### config.mk
export PLATFORM = sky130hd
export DESIGN_NAME = sbus_arbiter
export DESIGN_NICKNAME = d
export VERILOG_FILES = /design/src/rtl/sbus_pkg.sv /design/src/rtl/sbus_gap_guard.sv /design/src/rtl/sbus_rr_pick.sv /design/src/rtl/sbus_arbiter.sv
export SDC_FILE = /design/constraint.sdc
export NUM_CORES = 1
export LEC_CHECK = 0
export ABC_AREA = 1
export BUFFER_PORTS_ARGS = -buffer_cell sky130_fd_sc_hd__buf_2
export CAP_MARGIN = 40
export CELL_PAD_IN_SITES_DETAIL_PLACEMENT = 0
export CELL_PAD_IN_SITES_GLOBAL_PLACEMENT = 1
export CORE_AREA = 2 2 99 120
export DETAILED_ROUTE_END_ITERATION = 8
export DIE_AREA = 0 0 101 122
export PLACE_DENSITY_LB_ADDON = 0.1
export SLEW_MARGIN = 5
export SYNTH_ARGS = -nofsm -noshare
export SYNTH_HDL_FRONTEND = slang
export SYNTH_SLANG_ARGS = --single-unit
### constraint.sdc
create_clock -name clk -period 7.75 [get_ports clk]
set_input_delay 0.3875 -clock clk [delete_from_list [all_inputs] [get_ports clk]]
set_output_delay 0.3875 -clock clk [all_outputs]
set_load 0.03 [all_outputs]
### src/rtl/sbus_pkg.sv
package sbus_pkg;
  typedef enum logic {
    MODE_INTERNAL = 1'b0,
    MODE_EXTERNAL = 1'b1
  } sbus_mode_e;

  localparam int unsigned SBUS_DEF_MASTERS = 9;
  localparam int unsigned SBUS_DEF_GAP     = 2;
endpackage

### src/rtl/sbus_gap_guard.sv
// Blocks a requester for GAP-1 cycles after its grant is withdrawn.
module sbus_gap_guard #(
  parameter int GAP = 2
) (
  input  logic clk,
  input  logic clr,
  input  logic held,
  input  logic held_next,
  output logic block
);
  localparam int CW = $clog2(GAP + 1);

  logic [CW-1:0] cnt;

  always_ff @(posedge clk) begin
    if (clr)                   cnt <= '0;
    else if (held && !held_next) cnt <= CW'(GAP - 1);
    else if (cnt != '0)        cnt <= cnt - CW'(1);
  end

  assign block = (cnt != '0);
endmodule

### src/rtl/sbus_rr_pick.sv
// Round-robin search: first candidate after index 'last', wrapping.
module sbus_rr_pick #(
  parameter int N  = 10,
  parameter int IW = $clog2(N)
) (
  input  logic [N-1:0]  cand,
  input  logic [IW-1:0] last,
  output logic          hit,
  output logic [IW-1:0] win
);
  int j;

  always_comb begin
    hit = 1'b0;
    win = '0;
    j   = 0;
    for (int k = 1; k <= N; k++) begin
      j = (int'(last) + k) % N;
      if (!hit && cand[j]) begin
        hit = 1'b1;
        win = IW'(j);
      end
    end
  end
endmodule

### src/rtl/sbus_arbiter.sv
module sbus_arbiter
  import sbus_pkg::*;
#(
  parameter int N_EXT = SBUS_DEF_MASTERS,
  parameter int GAP   = SBUS_DEF_GAP
) (
  input  logic             clk,
  input  logic             rst,
  input  logic             srst_ctl,
  input  logic             strap_ext,
  input  logic [N_EXT-1:0] req_n,
  input  logic             br_req,
  input  logic             frame_n,
  input  logic             irdy_n,
  output logic [N_EXT-1:0] gnt_n,
  output logic             br_gnt,
  output logic             park_drive,
  output logic             sec_reset_n
);
  localparam int NREQ = N_EXT + 1;
  localparam int BR   = N_EXT;
  localparam int IW   = $clog2(NREQ);

  sbus_mode_e      mode;
  logic            hold;
  logic            idle;
  logic [NREQ-1:0] want;
  logic [NREQ-1:0] block;
  logic [NREQ-1:0] cand;
  logic [NREQ-1:0] owner_q, owner_d;
  logic [IW-1:0]   last_q, last_d;
  logic            hit;
  logic [IW-1:0]   win;
  logic            owner_wants;
  logic            may_move;

  assign mode = strap_ext ? MODE_EXTERNAL : MODE_INTERNAL;
  assign hold = rst | srst_ctl;
  assign idle = frame_n & irdy_n;
  assign want = {br_req, ~req_n};
  assign cand = want & ~block;

  // one gap guard per requester
  for (genvar g = 0; g < NREQ; g++) begin : g_guard
    sbus_gap_guard #(.GAP(GAP)) u_guard (
      .clk      (clk),
      .clr      (hold),
      .held     (owner_q[g]),
      .held_next(owner_d[g]),
      .block    (block[g])
    );
  end

  sbus_rr_pick #(.N(NREQ), .IW(IW)) u_pick (
    .cand(cand),
    .last(last_q),
    .hit (hit),
    .win (win)
  );

  assign owner_wants = |(owner_q & want);
  assign may_move    = idle | ~owner_wants;

  always_comb begin
    owner_d = owner_q;
    last_d  = last_q;
    if (hold || mode == MODE_EXTERNAL) begin
      owner_d = '0;
    end else if (may_move) begin
      owner_d = '0;
      if (hit) begin
        owner_d[win] = 1'b1;
        last_d       = win;
      end else if (!block[BR]) begin
        owner_d[BR] = 1'b1;
        last_d      = IW'(BR);
      end
    end
  end

  always_ff @(posedge clk) begin
    sec_reset_n <= ~hold;
    if (hold) begin
      owner_q    <= '0;
      last_q     <= IW'(BR);
      gnt_n      <= '1;
      br_gnt     <= 1'b0;
      park_drive <= 1'b0;
    end else begin
      owner_q <= owner_d;
      last_q  <= last_d;
      if (mode == MODE_EXTERNAL) begin
        gnt_n      <= {{(N_EXT-1){1'b1}}, ~br_req};
        br_gnt     <= ~req_n[0];
        park_drive <= ~req_n[0] & idle;
      end else begin
        gnt_n      <= ~owner_d[N_EXT-1:0];
        br_gnt     <= owner_d[BR];
        park_drive <= owner_d[BR] & idle;
      end
    end
  end
endmodule

; ---- Word level (Yosys, flattened, before mapping)
; Index checks and enable logic that the tools add are counted.
[classes]
reduce_logical = 73
n_bitwise = 15
div_mod_pow = 10
n_lt_le_gt_ge = 12
eq_ne = 1
n_mux = 83
add_sub_neg = 20
[ops]
columns = cell, n
row1 = < comparator 32 x 6 -> 1 bit (second input constant), 10
row2 = remainder unit 32 x 5 -> 32 bit (second input constant), 10
row3 = two-way mux 1 bit, 57
row4 = two-way mux 4 bit, 12
row5 = binary-select mux 1 bit (select 4 bit), 10
row6 = nonzero test 2 bit, 20
row7 = OR reduction 2 bit, 11
row8 = adder 4 x 3 -> 5 bit (second input constant), 4
row9 = AND 10 bit, 2
row10 = logical AND 1 bit, 20
row11 = two-way mux 10 bit, 2
row12 = subtractor 2 x 1 -> 2 bit (second input constant), 10
row13 = zero test 1 bit, 19
row14 = inverter 9 bit, 2
row15 = adder 4 x 4 -> 5 bit (second input constant), 3
row16 = adder 4 x 2 -> 5 bit (second input constant), 2
row17 = inverter 10 bit, 1
row18 = OR reduction 10 bit, 1
row19 = two-way mux 9 bit, 1
row20 = adder 4 x 1 -> 5 bit (second input constant), 1
row21 = < comparator 4 x 5 -> 1 bit (second input constant), 1
row22 = inverter 1 bit, 5
row23 = demux 1 bit (select 4 bit), 1
row24 = >= comparator 4 x 1 -> 1 bit (second input constant), 1
row25 = other kinds (5), 8
[word_totals]
out_inout_bits = 12
input_bits = 16
ff_bits = 46

; ---- Depth between registers and ports, before layout
; Gate-level depths: netlist (run 1).
[logic_depth]
ltp_word = 44
mapped_depth = 36
ltp_nobuf = 35

; ---- Cells and area by module
; A second synthesis (run 1) with hierarchy kept.
[unflattened]
hier_cells = 918
area_unflattened_um2 = 5472.7
[by_module_without_submodules]
columns = module, cells_each, n_inst, seq_area_each_um2, area_each_um2
row1 = sbus_rr_pick, 574, 1, 0.0, 3093.0
row2 = sbus_arbiter, 164, 1, 520.5, 1191.1
row3 = sbus_gap_guard, 18, 10, 40.0, 118.9

; ---- Least setup slack after synthesis (run 1)
; OpenSTA, ideal clock, no wires.
[synth_timing]
path_kind = reg-to-reg
start = register last_q[1]
end = register gnt_n[8]
path_slack_ns = 3.585
path_buffers = 2
setup_time_ns = 0.109
arrival_time_ns = 4.056
stages_incl_launch_ff = 30
t_required_ns = 7.641
synth_period_minus_slack_ns = 4.165
cell_sequence = dfxtp_1 > buf_4 > inv_2 > ha_1 > clkbuf_1 > inv_1 > ha_1 > inv_1 > ha_1 > nand3b_1 > o21ai_1 > nand2_1 > nand2_1 > nand2_1 > nand3_1 > nand2_1 > inv_1 > nand3_2 > nor2_4 > nand3_2 > nor2_4 > nand4_2 > nor2_1 > o21bai_4 > inv_4 > nor2_2 > nand3_1 > and2_4 > nor2_4 > inv_2
[synth_between]
elab_chain_len = 41
word_cells_on_any_way = 97
cone_classes = add/sub: 10 / div: 10 / order compare: 2 / mux: 55 / bitwise: 1 / reduce/logical: 19
[synth_lines]
columns = item, line_no
row1 = "start, declared", sbus_arbiter.sv:31  ; logic [IW-1:0] last_q, last_d;
row2 = "start signal, assigned", sbus_arbiter.sv:85  ; last_q <= IW'(BR);
row3 = "start signal, assigned", sbus_arbiter.sv:91  ; last_q <= last_d;
row4 = adder 4 x 1 -> 5 bit, sbus_rr_pick.sv:18  ; j = (int'(last) + k) % N;
row5 = remainder unit 32 x 5 -> 32 bit, sbus_rr_pick.sv:18
row6 = binary-select mux 1 bit (select 4 bit), sbus_rr_pick.sv:19  ; if (!hit && cand[j]) begin
row7 = two-way mux 1 bit (not written as such) (2 in a row), sbus_rr_pick.sv:19
row8 = two-way mux 1 bit, sbus_rr_pick.sv:19
row9 = zero test 1 bit, sbus_rr_pick.sv:19
row10 = logical AND 1 bit, sbus_rr_pick.sv:19
row11 = two-way mux 1 bit, sbus_rr_pick.sv:19
row12 = [24 not listed], --
row13 = < comparator 4 x 5 -> 1 bit (not written as such) or >= comparator 4 x 1 -> 1 bit (tied branches), sbus_arbiter.sv:72  ; owner_d[win] = 1'b1;
row14 = logical AND 1 bit (not written as such), sbus_arbiter.sv:72
row15 = two-way mux 1 bit (not written as such), sbus_arbiter.sv:72
row16 = demux 1 bit (select 4 bit), sbus_arbiter.sv:72
row17 = two-way mux 9 bit (*), sbus_arbiter.sv:71  ; if (hit) begin
row18 = two-way mux 10 bit (*), sbus_arbiter.sv:69  ; end else if (may_move) begin
row19 = two-way mux 10 bit (*), sbus_arbiter.sv:67  ; if (hold || mode == MODE_EXTERNAL) begin
row20 = inverter 9 bit (*), sbus_arbiter.sv:97  ; gnt_n <= ~owner_d[N_EXT-1:0];
row21 = "end signal, assigned", sbus_arbiter.sv:93  ; gnt_n <= {{(N_EXT-1){1'b1}}, ~br_req};
row22 = "end signal, assigned", sbus_arbiter.sv:97
row23 = "end, declared", sbus_arbiter.sv:15  ; output logic [N_EXT-1:0] gnt_n,
; Every way passes the cells marked *; elsewhere a longest branch is shown, timed or not. The select of a mux whose other input is x is not followed.
; A chain may end at the register's enable or synchronous reset.

; ---- Worst setup path after layout (run 1)
; Ends and elaborated chain as after synthesis.

==> results of run 1 <==
[sequential cells by signal, summed over array words and instances (netlist names)]
signal and count:
br_gnt 1, sec_reset_n 1, last_q 4, g_guard.u_guard.cnt 20, gnt_n 9, park_drive 1, owner_q 10
[power by group]
part	switching (mW)	leakage (nW)	internal [mW]
combinational	0.360	2.55	0.163
sequential	0.0118	0.372	0.254
clock	0.0838	0.0739	0.128
total	0.455	3.00	0.545
[layout make-up]
cell class	count	area [µm²]
clock buffer	7	143
clock inverter	1	5.00
fill	1221	5690
inverter	157	592
multi-input combinational	639	3610
sequential	46	921
tap	135	169
timing repair buffer	31	170
[per-stage QoR]
stage | setup WS [ns] | hold WS [ns] | instances
4_1_cts | 2.64 | 0.312 | 1016
6_report | 2.62 | 0.322 | 1016
3_3_place_gp | 2.63 | 0.449 | 1006
3_5_place_dp | 2.67 | 0.451 | 1008
5_1_grt | 2.11 | 0.327 | 1016
2_1_floorplan | 3.58 | 0.432 | 858
[how the worst min path moves through the flow]
stage | end | slack [ns] | cells past startpoint
floorplan | g_guard[1].u_guard.cnt[1] | 0.43 | 1
global placement | g_guard[1].u_guard.cnt[1] | 0.45 | 1
detailed placement | g_guard[1].u_guard.cnt[1] | 0.45 | 1
CTS | gnt_n[0] | 0.31 | 2
global route | gnt_n[0] | 0.33 | 2
finish | gnt_n[0] | 0.32 | 2
[worst register-to-register path: cells and delay by family (launching register included)]
family | cells | cell delay [ns]
compound gates | 2 | 0.42
buf+inv | 6 | 0.75
simple gates | 19 | 2.11
fa+ha+maj | 3 | 0.99
flops | 1 | 0.78
[logic make-up after synthesis]
group	count (synthesis)	share of synthesized area, %
xor+xnor	28	4.86
compound gates	111	12.4
fa+ha+maj	47	11.3
simple gates	453	40.9
flops	46	17.7
buf+inv	173	12.9
[routing by layer]
layer	part of all wire, %	vias to the layer above	global-route usage, %	wire length (µm)
met5	0	-	0	0
met4	3.7	0	10.7	552
met3	2.9	27	2.07	426
met2	52	112	48.0	7660
met1	41	2462	27.3	6100
li1	-	2795	-	-
[cells in the final DEF, fill, tap and decap left out, types with 3 or more instances in the layout]
cell and count:
a21oi_1 38, buf_2 28, clkbuf_16 5, dfxtp_1 46
ha_1 47, inv_1 142, inv_2 13, nand2_1 220
nand2_2 12, nand3_1 112, nand3_2 5, nand3b_1 9
nand4_1 11, nor2_1 50, nor2_2 3, nor2_4 7
nor3_1 5, o211ai_1 8, o21ai_0 30, o21ai_1 18
or2_2 4, xnor2_1 3, xor2_1 24
==> results.json, run 1 <==
{
  "hold_class": "primary input to flop",
  "design_area_um2": 5610,
  "synth_top_area_share_pct": 17.7,
  "htree_levels": 2,
  "cts_setup_buffers": 0,
  "crit_fanout": 18,
  "numPortBuffers": 27,
  "max_stage_delay_ns": 0.78,
  "grt_pass1_vias": 5133,
  "slew_headroom_pct": 44.3,
  "crit_required_ns": 7.94,
  "avgSynthCellArea_um2": 6.06,
  "irDropWorstVdd_mv": 0.183,
  "synth_commonest_cells": "nand2_1, inv_1, nand3_1",
  "synth_area_leaders": "dfxtp_1, nand2_1, ha_1",
  "cts-root-buf": "clkbuf_16",
  "viasPerCell": 5.31,
  "path_common_cell": "nand2_1",
  "tightest_slew_ns": 0.826,
  "globalplace.congestion": 0.889,
  "place_area_um2": 5460,
  "leakage_nw": 3.00,
  "rsz0062_at_grt": "no",
  "maxCapViolCount": 0,
  "cts_tree": "done",
  "cp-end-kind": "flop",
  "syn_to_final_growth_pct": 7.87,
  "nets": 943,
  "clock-sinks": 46,
  "syn-num-nets": 921,
  "power.density_nw_per_um2": 178,
  "wl_um": 14700,
  "drt_iter0_drc": 217,
  "yosysTopAreaCell": "dfxtp_1",
  "die_x_um": 101,
  "finalCritPeriodShare_pct": 66.2,
  "die_y_um": 122,
  "cp-endpoint": "gnt_n[8]",
  "tns_ns": 0,
  "fin_util_pct": 49.6,
  "worstSkewPairLatency_ns": 0.29,
  "gr-total-overflow": 0,
  "ys_seq_area_share_pct": 17.7,
  "slowest_stage": "dfxtp_1",
  "grt_max_degree": 26,
  "rrSetupSlack_ns": 2.62,
  "rows": 43,
  "path_delay_family": "simple AND/OR/NAND/NOR gates",
  "hold_viol_final": 0,
  "final_max_slew_viol_count": 0,
  "synth_area_um2": 5200,
  "numCtsBuffers": 5,
  "synth.most_common_cell": "nand2_1",
  "ys_warn_count": 0,
  "wire_per_inst_um": 14.5,
  "path_buf_inv": 6,
  "drc": 0,
  "hpwl_um": 12100,
  "max_freq_mhz": 195,
  "initial_core_util_pct": 46.0,
  "cp-startpoint": "last_q[1]",
  "die_area_um2": 12300,
  "reg2reg_to": "gnt_n[8]",
  "worst_hold_startpoint": "br_req",
  "netlist_instances": 858,
  "start_kind": "flop",
  "reg2regPathDepth": 30,
  "crit_type": "flop to flop",
  "final_antenna_net_count": 0,
  "ctsResizeCount": 0,
  "crit_cells": 30,
  "period_minus_slack_ns": 5.13,
  "finalClockSkew_ns": 0.00532,
  "synth_seq_cells": 46,
  "drive_above_1_share_pct": 11.1,
  "total_power_mw": 1.00,
  "setup_viol_count_final": 0,
  "synthArstFlopShare_pct": 0,
  "regToRegStartpoint": "last_q[1]",
  "grt_use_total_pct": 24.9,
  "status": "complete, no violations",
  "grt_pass1_wl_um": 24300,
  "diodes": 0,
  "synth_flop_cell": "dfxtp_1",
  "drt_pass1_iterations": 5,
  "via_count": 5396,
  "cts_hold_buf": 0,
  "cp.arrival_ns": 5.32,
  "path_clk_slew_ns": 0.06,
  "synthDistinctLibCells": 50,
  "core_um2": 11300,
  "synth_edf_count": 0,
  "antenna_found_initial": 0,
  "ioPinCount": 28,
  "clockBufferDepth": 2
}
Note: power is estimated with default switching activity, not from simulation.
==> run 2: changes to the inputs <==
--- a/config.mk
+++ b/config.mk
@@ -10,9 +10,9 @@
 export CAP_MARGIN = 40
 export CELL_PAD_IN_SITES_DETAIL_PLACEMENT = 0
 export CELL_PAD_IN_SITES_GLOBAL_PLACEMENT = 1
-export CORE_AREA = 2 2 99 120
+export CORE_AREA = 2 2 103 125
 export DETAILED_ROUTE_END_ITERATION = 8
-export DIE_AREA = 0 0 101 122
+export DIE_AREA = 0 0 105 127
 export PLACE_DENSITY_LB_ADDON = 0.1
 export SLEW_MARGIN = 5
 export SYNTH_ARGS = -nofsm -noshare
==> constraint.sdc (replaced) <==
create_clock -name clk -period 5.2 [get_ports clk]
set_input_delay 0.26 -clock clk [delete_from_list [all_inputs] [get_ports clk]]
set_output_delay 0.26 -clock clk [all_outputs]
set_load 0.03 [all_outputs]
==> results.json, run 2 (synthesis results as in run 1) <==
{
  "status": "complete, no violations",
  "drive_above_1_share_pct": 11.8,
  "diodes": 0,
  "rsz0062_at_grt": "no",
  "largest_reg_flops": 20,
  "max_stage_delay_ns": 0.62,
  "die_area_um2": 13300,
  "viasPerCell": 5.18,
  "max_freq_mhz": 210,
  "largest_register": "g_guard.u_guard.cnt",
  "setup_viol_count_final": 0,
  "hpwl_um": 12300,
  "slowest_stage": "dfxtp_1",
  "period_minus_slack_ns": 4.77,
  "die_x_um": 105,
  "ctsResizeCount": 0,
  "reg_top3": "g_guard.u_guard.cnt: 20 flops, owner_q: 10 flops, gnt_n: 9 flops",
  "numPortBuffers": 27,
  "worstSkewPairLatency_ns": 0.29,
  "syn_to_final_growth_pct": 9.77,
  "cp-end-kind": "flop",
  "cts_tree": "done",
  "globalplace.congestion": 0.917,
  "crit_fanout": 10,
  "cts_setup_buffers": 0,
  "hold_depth": 2,
  "slew_headroom_pct": 44.1,
  "cts-root-buf": "clkbuf_16",
  "wire_per_inst_um": 14.4,
  "start_kind": "flop",
  "cp.arrival_ns": 4.96,
  "maxCapViolCount": 0,
  "initial_core_util_pct": 43.3,
  "drt_iter0_drc": 262,
  "finalClockSkew_ns": 0.00355,
  "pre_cts_ws_ns": 0.489,
  "clockBufferDepth": 2,
  "numCtsBuffers": 5,
  "power.density_nw_per_um2": 274,
  "final_cell_mix": "nand2_1, inv_1, nand3_1",
  "die_y_um": 127,
  "hold-worst-slack_ns": 0.177,
  "drt_pass1_iterations": 7,
  "drc": 0,
  "reg2regPathDepth": 31,
  "final_max_slew_viol_count": 0,
  "finalCritPeriodShare_pct": 91.7,
  "rows": 44,
  "setup_ws_ns": 0.434,
  "hold_class": "primary input to flop",
  "rrSetupSlack_ns": 0.43,
  "hold_viol_final": 0,
  "irDropWorstVdd_mv": 0.215,
  "cts_hold_buf": 0,
  "crit_required_ns": 5.39,
  "ioPinCount": 28,
  "grt_max_degree": 23,
  "grt_use_total_pct": 23.0,
  "core_um2": 12000,
  "grt_pass1_vias": 5174,
  "final_common_cell": "nand2_1",
  "path_common_cell": "nand2_1",
  "final_antenna_net_count": 0,
  "crit_type": "flop to flop",
  "via_count": 5433,
  "grt_pass1_wl_um": 24900,
  "antenna_found_initial": 0,
  "path_clk_slew_ns": 0.07,
  "wl_um": 15100,
  "clock-sinks": 46,
  "leakage_nw": 3.03,
  "htree_levels": 2,
  "gr-total-overflow": 0,
  "tightest_slew_ns": 0.837,
  "tns_ns": 0,
  "nets": 950
}
## run 2: cell types whose count changed in the layout (fill, tap and decap cells not counted)
cell,previous run,this run
clkbuf_8,1,0
buf_2,28,27
bufinv_16,0,1
buf_4,2,11
clkinvlp_4,0,1
clkinv_2,1,0
buf_8,1,0
## run 2: final timing paths
path / from / to
min: br_req / gnt_n[0]
min reg2reg: owner_q[1] / g_guard[1].u_guard.cnt[1]
max: last_q[0] / gnt_n[8]
max reg2reg: last_q[0] / gnt_n[8]
## run 2: power breakdown
group / switching, mW / internal (mW) / total [mW]
clock network: 0.145 / 0.227 / 0.372
registers: 0.0164 / 0.379 / 0.395
logic: 0.550 / 0.247 / 0.796
## run 2: metrics by stage
stage	instance area, µm²	utilization [%]	total power, mW	instances
after floorplan	5200	-	0.998	858
after global placement	5540	46.2	1.18	1041
after detailed placement	5540	46.2	1.19	1041
after CTS	5710	47.6	1.57	1049
after global routing	5710	47.6	1.68	1049
final	5710	47.6	1.56	1049
## run 2: area by class of cell
class                      count  area, µm²
fill                        1316       6290
multi-input combinational    639       3610
sequential                    46        921
inverter                     157        592
timing repair buffer          38        218
tap                          161        201
clock buffer                   6        129
clock inverter                 2       37.5
## run 2: critical path: cells and delay by family (launching register included)
| family | cells | cell delay, ns |
|---|---|---|
| buf+inv | 6 | 0.51 |
| fa+ha+maj | 2 | 0.60 |
| compound gates | 1 | 0.17 |
| simple gates | 22 | 2.76 |
| flops | 1 | 0.62 |
## run 2: metal layers
metal  GRT usage (%)  routed length (µm)  vias to the layer above
met5               0                   0                        -
met4            10.4                 631                        0
met3            2.04                 465                       36
met2            43.1                7560                      118
met1            26.3                6460                     2470
li1                -                   -                     2809
